File: config.mk
export PLATFORM = sky130hd
export DESIGN_NAME = hp_slot_ctrl
export DESIGN_NICKNAME = d
export VERILOG_FILES = /design/src/rtl/hp_pkg.sv /design/src/rtl/hp_reg_decode.sv /design/src/rtl/hp_lowbit.sv /design/src/rtl/hp_slot_state.sv /design/src/rtl/hp_slot_ctrl.sv
export SDC_FILE = /design/constraint.sdc
export NUM_CORES = 1
export LEC_CHECK = 0
export BUFFER_PORTS_ARGS = -buffer_cell sky130_fd_sc_hd__clkbuf_2
export CAP_MARGIN = 25
export CORE_ASPECT_RATIO = 0.8
export CORE_UTILIZATION = 50
export DETAILED_ROUTE_END_ITERATION = 8
export PLACE_DENSITY = 0.84
export SYNTH_ARGS = -nofsm -noshare
export SYNTH_HDL_FRONTEND = slang
export SYNTH_HIERARCHICAL = 1
export SYNTH_SLANG_ARGS = --single-unit
File: constraint.sdc
create_clock -name clk -period 4.5 [get_ports clk]
set_input_delay 0.9 -clock clk [delete_from_list [all_inputs] [get_ports clk]]
set_output_delay 0.9 -clock clk [all_outputs]
set_load 0.02 [all_outputs]
File: src/rtl/hp_pkg.sv
package hp_pkg;
  typedef enum logic [1:0] {
    EV_COLD = 2'b00,
    EV_ADD  = 2'b01,
    EV_DEL  = 2'b10,
    EV_NONE = 2'b11
  } ev_kind_e;

  typedef enum logic {
    SEQ_RUN   = 1'b0,
    SEQ_DRAIN = 1'b1
  } seq_e;

  typedef enum logic [1:0] {
    SEL_INS  = 2'd0,
    SEL_PEND = 2'd1,
    SEL_EJ   = 2'd2,
    SEL_RMV  = 2'd3
  } reg_sel_e;

  localparam logic [1:0] SIZE_WORD = 2'b10;
endpackage

File: src/rtl/hp_reg_decode.sv
module hp_reg_decode
  import hp_pkg::*;
#(
  parameter int AW = 16,
  parameter logic [AW-1:0] BASE = 16'hAE00
) (
  input  logic [AW-1:0] addr,
  input  logic          wr,
  input  logic          rd,
  input  logic [1:0]    size,
  output logic          rd_hit,
  output logic          rd_word,
  output reg_sel_e      sel,
  output logic          ej_wr
);
  localparam int WIN_LSB = 4;

  logic in_win;
  logic is_word;

  always_comb begin
    in_win  = (addr[AW-1:WIN_LSB] == BASE[AW-1:WIN_LSB]);
    is_word = (size == SIZE_WORD) && (addr[1:0] == 2'b00);
    sel     = reg_sel_e'(addr[3:2]);
    rd_hit  = rd && in_win;
    rd_word = rd_hit && is_word;
    ej_wr   = wr && in_win && is_word && (sel == SEL_EJ);
  end
endmodule

File: src/rtl/hp_lowbit.sv
module hp_lowbit #(
  parameter int N = 32,
  localparam int SW = $clog2(N)
) (
  input  logic [N-1:0]  vec,
  output logic          any,
  output logic [SW-1:0] idx,
  output logic [N-1:0]  oh
);
  always_comb begin
    any = |vec;
    oh  = vec & (~vec + {{(N-1){1'b0}}, 1'b1});
    idx = '0;
    for (int i = N - 1; i >= 0; i--) begin
      if (vec[i]) idx = SW'(i);
    end
  end
endmodule

File: src/rtl/hp_slot_state.sv
module hp_slot_state
  import hp_pkg::*;
#(
  parameter int N = 32,
  localparam int SW = $clog2(N)
) (
  input  logic          clk,
  input  logic          rst,
  input  logic          warm_rst,
  input  logic [N-1:0]  boot_present,
  input  logic [N-1:0]  boot_fixed,
  input  logic          ev_valid,
  input  ev_kind_e      ev_kind,
  input  logic [SW-1:0] ev_slot,
  output logic          ev_ready,
  input  logic          ej_wr,
  input  logic [N-1:0]  ej_data,
  output logic [N-1:0]  present_q,
  output logic [N-1:0]  rmv_q,
  output logic [N-1:0]  pend_q,
  output logic          gpe_pulse,
  output logic          freed_valid,
  output logic [SW-1:0] freed_slot
);
  seq_e          st_q;
  logic          ev_acc;
  logic [N-1:0]  ev_oh;
  logic [N-1:0]  set_pres, set_pend;
  logic          hot_evt;
  logic [N-1:0]  ej_src;
  logic          ej_go;
  logic [SW-1:0] ej_idx;
  logic [N-1:0]  ej_oh;
  logic          ej_free;
  logic [N-1:0]  clr_pres, clr_pend;

  always_comb begin
    ev_ready = (st_q == SEQ_RUN) && !rst;
    ev_acc   = ev_valid && ev_ready;
    ev_oh    = {{(N-1){1'b0}}, 1'b1} << ev_slot;
    set_pres = (ev_acc && (ev_kind == EV_COLD || ev_kind == EV_ADD)) ? ev_oh : '0;
    set_pend = (ev_acc && ev_kind == EV_DEL) ? ev_oh : '0;
    hot_evt  = ev_acc && (ev_kind == EV_ADD || ev_kind == EV_DEL);
    if (st_q == SEQ_DRAIN)  ej_src = pend_q;
    else if (ej_wr)         ej_src = ej_data;
    else                    ej_src = '0;
  end

  hp_lowbit #(.N(N)) u_low (
    .vec (ej_src),
    .any (ej_go),
    .idx (ej_idx),
    .oh  (ej_oh)
  );

  always_comb begin
    ej_free  = ej_go && rmv_q[ej_idx];
    clr_pend = ej_go ? ej_oh : '0;
    clr_pres = ej_free ? ej_oh : '0;
  end

  always_ff @(posedge clk) begin
    if (rst) begin
      present_q   <= boot_present;
      rmv_q       <= ~boot_fixed;
      pend_q      <= '0;
      st_q        <= SEQ_RUN;
      gpe_pulse   <= 1'b0;
      freed_valid <= 1'b0;
      freed_slot  <= '0;
    end else begin
      gpe_pulse   <= hot_evt;
      freed_valid <= ej_free;
      if (ej_free) freed_slot <= ej_idx;
      if (st_q == SEQ_DRAIN && pend_q == '0) begin
        present_q <= boot_present;
        rmv_q     <= ~boot_fixed;
        st_q      <= SEQ_RUN;
      end else begin
        present_q <= (present_q & ~clr_pres) | set_pres;
        pend_q    <= (pend_q & ~clr_pend) | set_pend;
        if (st_q == SEQ_RUN && warm_rst) st_q <= SEQ_DRAIN;
      end
    end
  end


  hot_gpe_chk: assert property (@(posedge clk) disable iff (rst)
    ev_valid && ev_ready && (ev_kind == EV_ADD || ev_kind == EV_DEL) |=> gpe_pulse);


  cold_quiet_chk: assert property (@(posedge clk) disable iff (rst)
    ev_valid && ev_ready && (ev_kind == EV_COLD || ev_kind == EV_NONE) |=> !gpe_pulse);


  zero_eject_chk: assert property (@(posedge clk) disable iff (rst)
    st_q == SEQ_RUN && ej_wr && ej_data == '0 && !(ev_valid && ev_ready)
    |=> $stable(pend_q) && $stable(present_q) && !freed_valid);


  fixed_keep_chk: assert property (@(posedge clk) disable iff (rst)
    ej_go && !rmv_q[ej_idx] && !(ev_valid && ev_ready)
    |=> ((present_q ^ $past(present_q)) & $past(ej_oh)) == '0 && !freed_valid);


  drain_step_chk: assert property (@(posedge clk) disable iff (rst)
    st_q == SEQ_DRAIN && pend_q != '0
    |=> $countones(pend_q) == $countones($past(pend_q)) - 1);


  drain_block_chk: assert property (@(posedge clk) disable iff (rst)
    $past(warm_rst) && $past(ev_ready) |-> !ev_ready);
endmodule

File: src/rtl/hp_slot_ctrl.sv
module hp_slot_ctrl
  import hp_pkg::*;
#(
  parameter int N = 32,
  parameter int AW = 16,
  parameter int DW = 32,
  parameter logic [AW-1:0] BASE = 16'hAE00,
  localparam int SW = $clog2(N)
) (
  input  logic          clk,
  input  logic          rst,
  input  logic          warm_rst,
  input  logic [N-1:0]  boot_present,
  input  logic [N-1:0]  boot_fixed,
  input  logic [AW-1:0] reg_addr,
  input  logic          reg_wr,
  input  logic          reg_rd,
  input  logic [1:0]    reg_size,
  input  logic [DW-1:0] reg_wdata,
  output logic          rsp_valid,
  output logic [DW-1:0] rsp_data,
  input  logic          ev_valid,
  output logic          ev_ready,
  input  logic [1:0]    ev_kind,
  input  logic [SW-1:0] ev_slot,
  output logic          gpe_pulse,
  output logic          freed_valid,
  output logic [SW-1:0] freed_slot
);
  logic         rd_hit, rd_word, ej_wr;
  reg_sel_e     sel;
  logic [N-1:0] present_q, rmv_q, pend_q;
  logic [DW-1:0] rd_mux;

  hp_reg_decode #(.AW(AW), .BASE(BASE)) u_dec (
    .addr    (reg_addr),
    .wr      (reg_wr),
    .rd      (reg_rd),
    .size    (reg_size),
    .rd_hit  (rd_hit),
    .rd_word (rd_word),
    .sel     (sel),
    .ej_wr   (ej_wr)
  );

  hp_slot_state #(.N(N)) u_state (
    .clk          (clk),
    .rst          (rst),
    .warm_rst     (warm_rst),
    .boot_present (boot_present),
    .boot_fixed   (boot_fixed),
    .ev_valid     (ev_valid),
    .ev_kind      (ev_kind_e'(ev_kind)),
    .ev_slot      (ev_slot),
    .ev_ready     (ev_ready),
    .ej_wr        (ej_wr),
    .ej_data      (reg_wdata[N-1:0]),
    .present_q    (present_q),
    .rmv_q        (rmv_q),
    .pend_q       (pend_q),
    .gpe_pulse    (gpe_pulse),
    .freed_valid  (freed_valid),
    .freed_slot   (freed_slot)
  );

  always_comb begin
    unique case (sel)
      SEL_INS:  rd_mux = DW'(present_q & rmv_q);
      SEL_PEND: rd_mux = DW'(pend_q);
      SEL_EJ:   rd_mux = '0;
      SEL_RMV:  rd_mux = DW'(rmv_q);
      default:  rd_mux = '0;
    endcase
  end

  always_ff @(posedge clk) begin
    if (rst) begin
      rsp_valid <= 1'b0;
      rsp_data  <= '0;
    end else begin
      rsp_valid <= rd_hit;
      rsp_data  <= rd_word ? rd_mux : '0;
    end
  end


  feature_zero_chk: assert property (@(posedge clk) disable iff (rst)
    $past(rd_word) && $past(sel == SEL_EJ) |-> rsp_valid && rsp_data == '0);


  narrow_read_chk: assert property (@(posedge clk) disable iff (rst)
    $past(rd_hit) && !$past(rd_word) |-> rsp_valid && rsp_data == '0);


  rsp_gap_chk: assert property (@(posedge clk) disable iff (rst)
    !$past(rd_hit) |-> !rsp_valid);
endmodule

==> impl_metrics.yaml <==
route:
  wl_met2_um: 11200
  top_layer: "met4"
  drt_iter0_markers: 723
  drcViolationCount: 14
  routed_wl_um: 25700
  first_pass_iters: 9
  routedWlPerCell_um: 20.8
  vias: 7576
  final_antenna_net_count: 0
  wl_met1_um: 10800
  avgViaCountPerCell: 6.14
  met3_length_um: 3050
worst_hold_path:
  holdPathStages: 2
  hold_end: "u_state/present_q[13]"
  min-delay-start: "u_state/present_q[13]"
  hp-class: "reg -> reg"
sta:
  fin_ws_ns: -0.0445
  rsz0062_at_grt: "true"
  skew_ns: 0.00645
  clock.fmax_mhz: 220
  hold_viol: 0
  setup_viol: 11
  period_share_pct: 101
  worst_pin_slew_ns: 0.968
  drv_slew: 0
  slew_headroom_pct: 34.9
  min_period_ns: 4.54
  tns_ns: -0.141
logic_synthesis:
  yosysWarnings: 6
  async_reset_ff_share_pct: 0
  syn_nets: 928
  syn_inst: 798
  synth_edf_count: 32
  syn_area_um2: 7530
  synthTopCellsByArea: "dfxtp_1 28%, edfxtp_1 13%, mux2_4 5.8%, nor2_1 4.8%, a21oi_1 4.6%"
  synth_area_leader_cell: "dfxtp_1"
  synth.distinct_cells: 63
  synth_seq_cells: 137
  synth_top_cell_area_share_pct: 27.9
  synth_ff_type: "dfxtp_1"
  ys_seq_area_share_pct: 40.7
  synth_area_per_cell_um2: 9.44
floorplanning:
  rows: 39
  ios: 168
  dieArea_um2: 15600
  die_w_um: 139
  die_y_um: 112
  start_util_pct: 52.0
  core_area_um2: 14500
clocking:
  clk_pin_slew_ns: 0.06
  root_buffer: "clkbuf_16"
  clkLatencyLatePin_ns: 0.42
  cts_buffers: 17
  cts_tree: "yes"
  h-tree-depth: 4
  cts_sinks: 137
  cts_buffer_depth: 2
  ctsHoldBuffers: 0
cells_and_area:
  layout_commonest_cell: "clkbuf_2"
  final_nets: 1167
  synthToLayoutAreaGrowth_pct: 34.3
  layout_common_cells: "164 x clkbuf_2, 105 x dfxtp_1, 95 x nor2_1, 94 x buf_4, 76 x inv_1"
  n_antenna_cell: 0
  final_cells: 1234
  drive_gt1_share_pct: 38.8
status:
  violations: "design-rule violations, negative setup slack"
  outcome: "finished, violations left"
global_route:
  first_global_vias: 7168
  grt_max_degree: 42
  grt_first_pass_wirelength_um: 39100
  grt_antenna_before_repair: 0
  grtUsageTotal_pct: 33.0
  grt-ovfl-total: 0
power_and_ir_drop:
  power_density_nw_per_um2: 310
  p_leak_nw: 4.35
  ir_drop_uv: 277
placement:
  dp.final_hpwl_um: 17800
  dp.cells: 1189
  io_buffers: 167
  gp_congestion: 1.00
worst_setup_path:
  ff2ff_path_depth: 16
  cp-end-kind: "register"
  r2r_start: "u_state/st_q"
  r2r_setup_slack_ns: 0.53
  critPathMaxFanout: 17
  reg2reg_to: "u_state/present_q[6]"
  required_ns: 4.81
  arrival_ns: 4.85
  worstSetupPathType: "in -> reg"
  cp-start-kind: "input pin"
flow_run:
  drv_cap: 0
-- sequential cells by signal, indices dropped and copies added (netlist names) --
| name | cells |
|---|---|
| u_state/pend_q | 32 |
| rsp_valid | 1 |
| u_state/rmv_q | 32 |
| u_state/freed_valid | 1 |
| u_state/st_q | 1 |
| u_state/freed_slot | 5 |
| rsp_data | 32 |
| u_state/gpe_pulse | 1 |
| u_state/present_q | 32 |
-- logic make-up (layout without fill, tap and decap cells) --
group / Yosys count / count (layout) / share of synthesized area (%)
flops: 137 / 137 / 40.7
compound gates: 220 / 220 / 23.2
mux: 50 / 50 / 9.77
buf+inv: 132 / 384 / 8.17
simple gates: 256 / 256 / 17.7
fa+ha+maj: 3 / 3 / 0.498
-- per-stage QoR --
step                      worst slack, ns  hold WS (ns)  area [um2]  util (%)  power [mW]
after floorplan                    0.0145         0.447        7540         -        1.62
after global placement             -0.479         0.454        9040      62.4        1.76
after detailed placement           -0.640         0.463        9040      62.4        1.77
after CTS                         0.00264         0.471        9770      67.4        3.10
after global routing               -0.164         0.493       10100      69.8        3.24
final                             -0.0445         0.473       10100      69.8        3.14
-- worst max-delay path, cell delays in order --
cell      delay [ns]
buf_6           0.09
nor4b_4         0.29
nand4b_1        0.20
nor2_4          0.16
nor2b_4         0.21
buf_6           0.15
buf_6           0.10
a22o_4          0.13
inv_4           0.04
a211oi_2        0.21
buf_4           0.15
o211ai_1        0.20
a211oi_4        0.39
mux4_2          0.58
a221o_2         0.49
buf_8           0.23
o31ai_4         0.26
a21oi_2         0.07
-- cell usage after synthesis, types with 4 or more instances --
| cell | instances |
|---|---|
| nand3_1 | 6 |
| nor4b_2 | 6 |
| a21oi_1 | 69 |
| buf_6 | 12 |
| o31ai_2 | 20 |
| a211oi_1 | 4 |
| and2_1 | 7 |
| nand2b_1 | 8 |
| o31ai_1 | 14 |
| nand2_1 | 57 |
| nor2b_1 | 8 |
| a22o_1 | 31 |
| inv_1 | 77 |
| nor3_1 | 15 |
| nor3b_1 | 5 |
| or4_1 | 5 |
| dfxtp_1 | 105 |
| nor4_1 | 12 |
| mux2i_1 | 12 |
| a32oi_1 | 31 |
| clkbuf_1 | 29 |
| nor2_1 | 96 |
| edfxtp_1 | 32 |
| mux2_4 | 29 |
| a32o_1 | 32 |
| and3_1 | 9 |
| buf_2 | 6 |
-- per-layer routing --
metal	track usage, %	vias up
li1	-	3418
met1	43.5	3628
met2	50.0	484
met3	10.6	46
met4	13.2	0
met5	0	-
-- final cells by class --
cell class                 instances  area [um2]
clock buffer                      21         440
sequential                       137        3060
inverter                          78         295
clock inverter                    11         105
tap                              184         230
fill                            1093        4380
multi-input combinational        529        4190
timing repair buffer             274        1790
-- how the worst max path moves through the flow --
stage	from	end	slack, ns	cells past startpoint
final	reg_addr[4]	u_state/present_q[6]	-0.04	18
after floorplan	reg_addr[11]	u_state/present_q[10]	0.01	17
after CTS	reg_addr[8]	u_state/freed_slot[2]	0.003	19
after detailed placement	reg_addr[11]	u_state/freed_slot[0]	-0.64	17
after global placement	reg_size[0]	u_state/freed_slot[1]	-0.48	19
after global routing	reg_addr[4]	u_state/freed_slot[2]	-0.16	18
-- power by group --
group          internal, mW  switching (mW)  leakage [nW]  total, mW
Sequential             1.33          0.0577          1.18       1.39
Clock                 0.804           0.514         0.269       1.32
Combinational         0.196           0.236          2.91      0.432
-- timing repair --
item                                   in CTS  in global routing
setup endpoints to repair                  38                 38
pin swaps                                  10                 24
cloned                                      2                  2
endpoints found under the hold margin       0                  0
buffers inserted                            8                  5
gates resized for setup                    17                 56
(Power assumes the default switching activity.)
